File: src/rtl/trace_enc_pkg.sv
package trace_enc_pkg;

   localparam int KIND_W = 3;

   // message kinds
   localparam logic [KIND_W-1:0] K_SYNC     = 3'd0;
   localparam logic [KIND_W-1:0] K_DIRECT   = 3'd1;
   localparam logic [KIND_W-1:0] K_INDIRECT = 3'd2;
   localparam logic [KIND_W-1:0] K_IND_HIST = 3'd3;
   localparam logic [KIND_W-1:0] K_CORREL   = 3'd4;
   localparam logic [KIND_W-1:0] K_RESFULL  = 3'd5;
   localparam logic [KIND_W-1:0] K_TRAP     = 3'd6;

   // retired instruction classes
   localparam logic [1:0] C_PLAIN    = 2'd0;
   localparam logic [1:0] C_COND     = 2'd1;
   localparam logic [1:0] C_INDIRECT = 2'd2;
   localparam logic [1:0] C_TRAP     = 2'd3;

   // resource-full selectors (low bit of the code field)
   localparam logic FULL_ICNT = 1'b0;
   localparam logic FULL_HIST = 1'b1;

endpackage

File: src/rtl/trace_icnt_ctr.sv
module trace_icnt_ctr #(
   parameter int ICNT_W = 8
) (
   input  logic              clk,
   input  logic              rst_n,
   input  logic              step,
   input  logic              wide,
   input  logic              clr_after,
   input  logic              restart,
   output logic [ICNT_W-1:0] cnt_q,
   output logic [ICNT_W-1:0] cnt_incl,
   output logic              ovf
);

   localparam int SUM_W = ICNT_W + 1;

   generate
      if (ICNT_W < 2) begin : g_bad_width
         initial $error("trace_icnt_ctr: ICNT_W must be at least 2");
      end
   endgenerate

   logic [SUM_W-1:0] inc;
   logic [SUM_W-1:0] sum;

   always_comb begin
      inc      = wide ? SUM_W'(2) : SUM_W'(1);
      sum      = {1'b0, cnt_q} + inc;
      ovf      = sum[ICNT_W];
      cnt_incl = ovf ? inc[ICNT_W-1:0] : sum[ICNT_W-1:0];
   end

   always_ff @(posedge clk or negedge rst_n) begin
      if (!rst_n) begin
         cnt_q <= '0;
      end else if (restart) begin
         cnt_q <= '0;
      end else if (step) begin
         cnt_q <= clr_after ? '0 : cnt_incl;
      end
   end

endmodule

File: src/rtl/trace_hist_reg.sv
module trace_hist_reg #(
   parameter int HIST_W = 32
) (
   input  logic              clk,
   input  logic              rst_n,
   input  logic              shift_en,
   input  logic              bit_in,
   input  logic              clr,
   output logic [HIST_W-1:0] hist_q,
   output logic [HIST_W-1:0] shifted,
   output logic              full,
   output logic              empty
);

   localparam logic [HIST_W-1:0] MARK_ONLY = HIST_W'(1);

   generate
      if (HIST_W < 2) begin : g_bad_width
         initial $error("trace_hist_reg: HIST_W must be at least 2");
      end
   endgenerate

   always_comb begin
      shifted = {hist_q[HIST_W-2:0], bit_in};
      full    = shifted[HIST_W-1];
      empty   = (hist_q == MARK_ONLY);
   end

   always_ff @(posedge clk or negedge rst_n) begin
      if (!rst_n) begin
         hist_q <= MARK_ONLY;
      end else if (clr) begin
         hist_q <= MARK_ONLY;
      end else if (shift_en) begin
         hist_q <= full ? MARK_ONLY : shifted;
      end
   end

endmodule

File: src/rtl/trace_msg_build.sv
module trace_msg_build
   import trace_enc_pkg::*;
#(
   parameter int ICNT_W = 8,
   parameter int HIST_W = 32,
   parameter int ADDR_W = 32,
   parameter int CODE_W = 4,
   localparam int MSG_W = KIND_W + ICNT_W + HIST_W + ADDR_W + CODE_W
) (
   input  logic              start_ev,
   input  logic              stop_ev,
   input  logic              ret_fire,
   input  logic              mode_hist,
   input  logic [1:0]        ret_class,
   input  logic              ret_taken,
   input  logic [ADDR_W-1:0] ret_target,
   input  logic [ADDR_W-1:0] start_pc,
   input  logic [CODE_W-1:0] sync_reason,
   input  logic [CODE_W-1:0] stop_reason,
   input  logic [ICNT_W-1:0] icnt_q,
   input  logic [ICNT_W-1:0] icnt_incl,
   input  logic              icnt_ovf,
   input  logic [HIST_W-1:0] hist_q,
   input  logic [HIST_W-1:0] hist_shifted,
   input  logic              hist_full,
   input  logic              hist_empty,
   output logic              m0_v,
   output logic [MSG_W-1:0]  m0_d,
   output logic              m1_v,
   output logic [MSG_W-1:0]  m1_d,
   output logic              icnt_restart,
   output logic              icnt_clr_after,
   output logic              hist_shift,
   output logic              hist_clr
);

   function automatic logic [MSG_W-1:0] pack(
      input logic [KIND_W-1:0] k,
      input logic [ICNT_W-1:0] c,
      input logic [HIST_W-1:0] h,
      input logic [ADDR_W-1:0] a,
      input logic [CODE_W-1:0] r
   );
      return {k, c, h, a, r};
   endfunction

   logic             ins_v;
   logic [MSG_W-1:0] ins_d;
   logic             rfh_v;
   logic [MSG_W-1:0] rfh_d;
   logic [MSG_W-1:0] rfi_d;

   always_comb begin
      rfi_d = pack(K_RESFULL, icnt_q, '0, '0, CODE_W'(FULL_ICNT));
      rfh_d = pack(K_RESFULL, '0, hist_shifted, '0, CODE_W'(FULL_HIST));
   end

   always_comb begin
      m0_v           = 1'b0;
      m0_d           = '0;
      m1_v           = 1'b0;
      m1_d           = '0;
      icnt_restart   = 1'b0;
      icnt_clr_after = 1'b0;
      hist_shift     = 1'b0;
      hist_clr       = 1'b0;
      ins_v          = 1'b0;
      ins_d          = '0;
      rfh_v          = 1'b0;
      if (start_ev) begin
         m0_v         = 1'b1;
         m0_d         = pack(K_SYNC, '0, '0, start_pc, sync_reason);
         icnt_restart = 1'b1;
         hist_clr     = 1'b1;
      end else if (stop_ev) begin
         m0_v         = 1'b1;
         m0_d         = pack(K_CORREL, icnt_q, mode_hist ? hist_q : '0, '0, stop_reason);
         icnt_restart = 1'b1;
         hist_clr     = 1'b1;
      end else if (ret_fire) begin
         case (ret_class)
            C_COND: begin
               if (mode_hist) begin
                  hist_shift = 1'b1;
               end else if (ret_taken) begin
                  ins_v = 1'b1;
                  ins_d = pack(K_DIRECT, icnt_incl, '0, '0, '0);
               end
            end
            C_INDIRECT: begin
               ins_v = 1'b1;
               if (mode_hist && !hist_empty) begin
                  ins_d    = pack(K_IND_HIST, icnt_incl, hist_q, ret_target, '0);
                  hist_clr = 1'b1;
               end else begin
                  ins_d = pack(K_INDIRECT, icnt_incl, '0, ret_target, '0);
               end
            end
            C_TRAP: begin
               ins_v    = 1'b1;
               ins_d    = pack(K_TRAP, icnt_incl, mode_hist ? hist_q : '0, ret_target, '0);
               hist_clr = mode_hist;
            end
            default: begin
            end
         endcase
         icnt_clr_after = ins_v;
         rfh_v          = hist_shift && hist_full;
         // counter overflow always leaves first
         if (icnt_ovf) begin
            m0_v = 1'b1;
            m0_d = rfi_d;
            m1_v = ins_v || rfh_v;
            m1_d = rfh_v ? rfh_d : ins_d;
         end else begin
            m0_v = ins_v || rfh_v;
            m0_d = rfh_v ? rfh_d : ins_d;
         end
      end
   end

endmodule

File: src/rtl/trace_msg_slots.sv
module trace_msg_slots #(
   parameter int MSG_W = 80
) (
   input  logic             clk,
   input  logic             rst_n,
   input  logic             in0_v,
   input  logic [MSG_W-1:0] in0_d,
   input  logic             in1_v,
   input  logic [MSG_W-1:0] in1_d,
   input  logic             out_ready,
   output logic             out_valid,
   output logic [MSG_W-1:0] out_data,
   output logic             can_take
);

   logic             s0_v;
   logic             s1_v;
   logic [MSG_W-1:0] s0_d;
   logic [MSG_W-1:0] s1_d;
   logic             pop;

   always_comb begin
      pop       = s0_v && out_ready;
      can_take  = !s1_v && (!s0_v || out_ready);
      out_valid = s0_v;
      out_data  = s0_d;
   end

   always_ff @(posedge clk or negedge rst_n) begin
      if (!rst_n) begin
         s0_v <= 1'b0;
         s1_v <= 1'b0;
         s0_d <= '0;
         s1_d <= '0;
      end else if (in0_v) begin
         s0_v <= 1'b1;
         s0_d <= in0_d;
         s1_v <= in1_v;
         s1_d <= in1_d;
      end else if (pop) begin
         if (s1_v) begin
            s0_d <= s1_d;
            s1_v <= 1'b0;
         end else begin
            s0_v <= 1'b0;
         end
      end
   end

endmodule

File: src/rtl/trace_msg_encoder.sv
module trace_msg_encoder
   import trace_enc_pkg::*;
#(
   parameter int ICNT_W = 8,
   parameter int HIST_W = 32,
   parameter int ADDR_W = 32,
   parameter int CODE_W = 4
) (
   input  logic              clk,
   input  logic              rst_n,
   input  logic              trace_en,
   input  logic              mode_hist,
   input  logic [ADDR_W-1:0] start_pc,
   input  logic [CODE_W-1:0] sync_reason,
   input  logic [CODE_W-1:0] stop_reason,
   input  logic              ret_valid,
   output logic              ret_ready,
   input  logic              ret_wide,
   input  logic [1:0]        ret_class,
   input  logic              ret_taken,
   input  logic [ADDR_W-1:0] ret_target,
   output logic              msg_valid,
   input  logic              msg_ready,
   output logic [KIND_W-1:0] msg_kind,
   output logic [ICNT_W-1:0] msg_icnt,
   output logic [HIST_W-1:0] msg_hist,
   output logic [ADDR_W-1:0] msg_addr,
   output logic [CODE_W-1:0] msg_code
);

   localparam int MSG_W = KIND_W + ICNT_W + HIST_W + ADDR_W + CODE_W;

   generate
      if (CODE_W < 1 || ADDR_W < 1) begin : g_bad_width
         initial $error("trace_msg_encoder: CODE_W and ADDR_W must be positive");
      end
   endgenerate

   logic              tracing;
   logic              can_take;
   logic              start_ev;
   logic              stop_ev;
   logic              ret_fire;
   logic [ICNT_W-1:0] icnt_q;
   logic [ICNT_W-1:0] icnt_incl;
   logic              icnt_ovf;
   logic              icnt_restart;
   logic              icnt_clr_after;
   logic [HIST_W-1:0] hist_q;
   logic [HIST_W-1:0] hist_shifted;
   logic              hist_full;
   logic              hist_empty;
   logic              hist_shift;
   logic              hist_clr;
   logic              m0_v;
   logic              m1_v;
   logic [MSG_W-1:0]  m0_d;
   logic [MSG_W-1:0]  m1_d;
   logic [MSG_W-1:0]  out_data;

   always_comb begin
      start_ev  = can_take && !tracing && trace_en;
      stop_ev   = can_take && tracing && !trace_en;
      ret_ready = can_take && tracing && trace_en;
      ret_fire  = ret_ready && ret_valid;
   end

   always_ff @(posedge clk or negedge rst_n) begin
      if (!rst_n) begin
         tracing <= 1'b0;
      end else if (start_ev) begin
         tracing <= 1'b1;
      end else if (stop_ev) begin
         tracing <= 1'b0;
      end
   end

   trace_icnt_ctr #(.ICNT_W(ICNT_W)) u_icnt (
      .clk       (clk),
      .rst_n     (rst_n),
      .step      (ret_fire),
      .wide      (ret_wide),
      .clr_after (icnt_clr_after),
      .restart   (icnt_restart),
      .cnt_q     (icnt_q),
      .cnt_incl  (icnt_incl),
      .ovf       (icnt_ovf)
   );

   trace_hist_reg #(.HIST_W(HIST_W)) u_hist (
      .clk      (clk),
      .rst_n    (rst_n),
      .shift_en (hist_shift),
      .bit_in   (ret_taken),
      .clr      (hist_clr),
      .hist_q   (hist_q),
      .shifted  (hist_shifted),
      .full     (hist_full),
      .empty    (hist_empty)
   );

   trace_msg_build #(
      .ICNT_W (ICNT_W),
      .HIST_W (HIST_W),
      .ADDR_W (ADDR_W),
      .CODE_W (CODE_W)
   ) u_build (
      .start_ev       (start_ev),
      .stop_ev        (stop_ev),
      .ret_fire       (ret_fire),
      .mode_hist      (mode_hist),
      .ret_class      (ret_class),
      .ret_taken      (ret_taken),
      .ret_target     (ret_target),
      .start_pc       (start_pc),
      .sync_reason    (sync_reason),
      .stop_reason    (stop_reason),
      .icnt_q         (icnt_q),
      .icnt_incl      (icnt_incl),
      .icnt_ovf       (icnt_ovf),
      .hist_q         (hist_q),
      .hist_shifted   (hist_shifted),
      .hist_full      (hist_full),
      .hist_empty     (hist_empty),
      .m0_v           (m0_v),
      .m0_d           (m0_d),
      .m1_v           (m1_v),
      .m1_d           (m1_d),
      .icnt_restart   (icnt_restart),
      .icnt_clr_after (icnt_clr_after),
      .hist_shift     (hist_shift),
      .hist_clr       (hist_clr)
   );

   trace_msg_slots #(.MSG_W(MSG_W)) u_slots (
      .clk       (clk),
      .rst_n     (rst_n),
      .in0_v     (m0_v),
      .in0_d     (m0_d),
      .in1_v     (m1_v),
      .in1_d     (m1_d),
      .out_ready (msg_ready),
      .out_valid (msg_valid),
      .out_data  (out_data),
      .can_take  (can_take)
   );

   assign {msg_kind, msg_icnt, msg_hist, msg_addr, msg_code} = out_data;

endmodule

File: config.mk
export PLATFORM = sky130hd
export DESIGN_NAME = trace_msg_encoder
export DESIGN_NICKNAME = d
export VERILOG_FILES = /design/src/rtl/trace_enc_pkg.sv /design/src/rtl/trace_icnt_ctr.sv /design/src/rtl/trace_hist_reg.sv /design/src/rtl/trace_msg_build.sv /design/src/rtl/trace_msg_slots.sv /design/src/rtl/trace_msg_encoder.sv
export SDC_FILE = /design/constraint.sdc
export NUM_CORES = 1
export LEC_CHECK = 0
export BUFFER_PORTS_ARGS = -buffer_cell sky130_fd_sc_hd__buf_4
export CAP_MARGIN = 0
export CORE_ASPECT_RATIO = 1.2
export CORE_MARGIN = 1
export CORE_UTILIZATION = 58
export CTS_CLUSTER_DIAMETER = 60
export CTS_CLUSTER_SIZE = 14
export DETAILED_ROUTE_END_ITERATION = 10
export PLACE_DENSITY = 0.81
export SLEW_MARGIN = 20
export SYNTH_ARGS = -nofsm -noshare
export SYNTH_HDL_FRONTEND = slang
export SYNTH_SLANG_ARGS = --single-unit
File: constraint.sdc
create_clock -name clk -period 5 [get_ports clk]
set_input_delay 0.25 -clock clk [delete_from_list [all_inputs] [get_ports clk]]
set_output_delay 0.25 -clock clk [all_outputs]
set_load 0.1 [all_outputs]
==> flow_metrics.py <==
metrics = {
    "drt": {
        "drtPass1Iterations": 5,
        "routedWlPerCell_um": 18.5,
        "wirelength_mm": 24.6,
        "vias": 8443,
        "drc": 0,
        "ant_nets": 0,
        "viasPerCell": 6.35,
        "first_iter_violations": 931,
    },
    "yosys": {
        "ys.warnings.count": 0,
        "synth_common_cells": "dfrtp_1, nor2_1, nand2_1",
        "synth_fp_nets": 1083,
        "yosysTopAreaCellShare_pct": 51.6,
        "synth_seq_area_share_pct": 51.9,
        "syn_area_um2": 9510,
        "synth_area_leader_cell": "dfrtp_1",
        "syn_avg_cell_area_um2": 9.53,
        "ys.flop_type": "dfrtp_1",
        "synthDistinctLibCells": 56,
        "synth.area.top_cells": "dfrtp_1, nor2_1, nand2_1",
        "synth_most_common_cell": "dfrtp_1",
        "synth-edff-count": 0,
        "syn-instance-count": 998,
        "synthArstFlopShare_pct": 100,
        "synth_seq_cells": 197,
    },
    "pwr": {
        "max-vdd-ir-drop_v": 0.000374,
        "power_leakage_nw": 5.04,
        "powerDensity_nw_per_um2": 600,
    },
    "sta": {
        "tightest_slew_ns": 0.884,
        "final.setup.tns_ns": 0,
        "skew_ns": 0.00675,
        "rsz0062_at_grt": "false",
        "slew_violations": 0,
        "fmax_mhz": 328,
        "hold_viol_final": 0,
        "period_minus_slack_ns": 3.05,
        "fin_crit_sh_pct": 61.0,
        "holdWs_ns": 0.0478,
        "slew_headroom_pct": 41.0,
        "setup_viol": 0,
        "fin_ws_ns": 1.95,
    },
    "hold_path": {
        "hp-start": "start_pc[2]",
        "whs_path_depth": 3,
        "hold_path.class": "in2reg",
        "whs_endpoint": "u_slots.out_data[6]$_DFFE_PN0P_",
    },
    "grt": {
        "grt_use_total_pct": 30.0,
        "grt_max_degree": 105,
        "grt_pass1_wl_mm": 40.4,
        "grt_pass1_vias": 8032,
        "antenna_found_initial": 0,
        "grt_overflow": 0,
    },
    "critical_path": {
        "worstPathArrival_ns": 3.33,
        "reg2reg_setup_slack_ns": 1.95,
        "reg2reg_from": "u_icnt.cnt_q[0]$_DFFE_PN0P_",
        "worst-path-max-fanout": 33,
        "end_kind": "register",
        "crit_required_ns": 5.28,
        "r2r_cells": 9,
        "startpoint_type": "register",
        "rr_endpoint": "u_slots.out_data[16]$_DFFE_PN0P_",
        "worstSetupPathType": "reg2reg",
    },
    "die": {
        "core-area_um2": 15800,
        "die_h_um": 142,
        "num_io_pins": 163,
        "die_w_um": 119,
        "start_util_pct": 60.1,
        "die_area_um2": 16900,
        "row_count": 50,
    },
    "placement": {
        "place.gp.congestion": 0.894,
        "port-buffer-count": 162,
        "pre_cts_ws_ns": 1.76,
        "dp_hpwl_mm": 15.8,
    },
    "clock_tree": {
        "post_cts_buffers": 0,
        "htreeDepth": 4,
        "cts.path.max_buffers": 2,
        "cts_made_buffers": 17,
        "clock_sinks": 197,
        "clock_latency_ns": 0.43,
        "cts-root-buf": "clkbuf_16",
        "path_clk_slew_ns": 0.07,
        "cts_tree": "yes",
    },
    "outcome": {
        "outcome": "completed",
    },
    "finish": {
        "diodes": 0,
        "fin_nets": 1193,
        "synthToLayoutAreaGrowth_pct": 20.2,
        "drive_above_1_share_pct": 22.3,
    },
    "job": {
        "maxCapViolations": 0,
    },
}
-- routing by layer --
| metal | GRT usage, % | vias to the layer above | wire length (um) |
|---|---|---|---|
| met2 | 49.2 | 374 | 11900 |
| met4 | 11.5 | 0 | 381 |
| li1 | - | 3910 | - |
| met1 | 40.4 | 4132 | 10600 |
| met3 | 4.69 | 27 | 1770 |
| met5 | 0 | - | 0 |
-- cells in the final DEF, fill, tap and decap left out, types with 3 or more instances in the layout --
cell	n
dfrtp_1	196
buf_4	179
nor2_1	115
nand2_1	109
a21oi_1	76
o21ai_0	52
nor3_1	39
a22oi_1	37
nand3_1	35
a31oi_1	34
a32oi_1	33
nor3b_1	30
a221oi_2	21
clkbuf_16	17
a221oi_1	14
nor4_1	10
and2_1	8
inv_1	7
nor2b_1	7
nand4_1	7
o22ai_1	7
o31ai_1	5
a32o_1	5
bufinv_16	5
nor2_2	4
and3_1	4
a222oi_1	4
o211ai_1	4
clkinv_2	4
a21o_1	3
or2_2	3
a22o_1	3
-- critical path, stage by stage, from the launching register on --
cell	delay (ns)
dfrtp_1	0.38
ha_1	0.21
fa_1	0.31
nand4_1	0.19
nor2_2	0.71
buf_4	0.38
nor2_2	0.06
buf_4	0.28
a32oi_1	0.25
a31oi_1	0.12
-- state kept, by name (all words and copies together), names as in the netlist --
name and count:
u_slots.out_data 79, u_slots.out_valid 1, tracing 1, u_slots.s1_v 1, u_icnt.cnt_q 8, u_hist.hist_q 31
u_slots.s1_d 76
-- metrics by stage --
step / area (um2) / std cells / util [%] / total power, W
2_1_floorplan: 9510 / 998 / - / 0.00463
3_3_place_gp: 10700 / 1295 / 67.9 / 0.00535
3_5_place_dp: 10700 / 1295 / 67.9 / 0.00538
4_1_cts: 11400 / 1328 / 72.0 / 0.00687
5_1_grt: 11400 / 1329 / 72.2 / 0.00710
6_report: 11400 / 1329 / 72.2 / 0.00686
-- logic make-up (layout without fill, tap and decap cells) --
family,Yosys count,in the layout,share of synthesized area (%)
compound gates,310,310,23.3
xor+xnor,1,1,0.0921
fa+ha+maj,3,3,0.474
buf+inv,99,222,4.74
flops,197,197,51.9
mux,1,1,0.118
simple gates,387,387,19.4
-- power breakdown --
group | switching, W | total (W) | internal (W)
Sequential | 0.000170 | 0.00204 | 0.00187
Clock | 0.000592 | 0.00149 | 0.000901
Combinational | 0.00270 | 0.00332 | 0.000624
-- worst max path at each step --
stage / start / to / slack (ns) / cells after the start
finish: u_icnt.cnt_q[0]$_DFFE_PN0P_ / u_slots.out_data[16]$_DFFE_PN0P_ / 1.95 / 9
global route: u_icnt.cnt_q[0]$_DFFE_PN0P_ / u_slots.out_data[28]$_DFFE_PN0P_ / 1.73 / 9
CTS: u_icnt.cnt_q[0]$_DFFE_PN0P_ / u_slots.out_data[37]$_DFFE_PN0P_ / 1.80 / 8
detailed placement: ret_wide / u_slots.out_data[37]$_DFFE_PN0P_ / 1.76 / 10
global placement: ret_wide / u_slots.out_data[37]$_DFFE_PN0P_ / 1.87 / 10
floorplan: u_slots.out_valid$_DFFE_PN0P_ / u_slots.s1_d[58]$_DFFE_PN0N_ / 2.64 / 8
-- cell type report --
cell class	instances	area [um2]
Tap cell	208	260
Fill cell	1203	4400
Multi-Input combinational cell	702	4150
Sequential cell	197	4930
Clock buffer	19	443
Clock inverter	13	203
Timing Repair Buffer	183	1420
Inverter	7	26.3
-- timing repair --
item / CTS / global route
endpoints found under the setup margin: 0 / 0
endpoints found under the hold margin: 102 / 0
resized for setup: 0 / 0
hold buffers: 1 / 0
No activity file was read; power rests on OpenSTA's default activity.
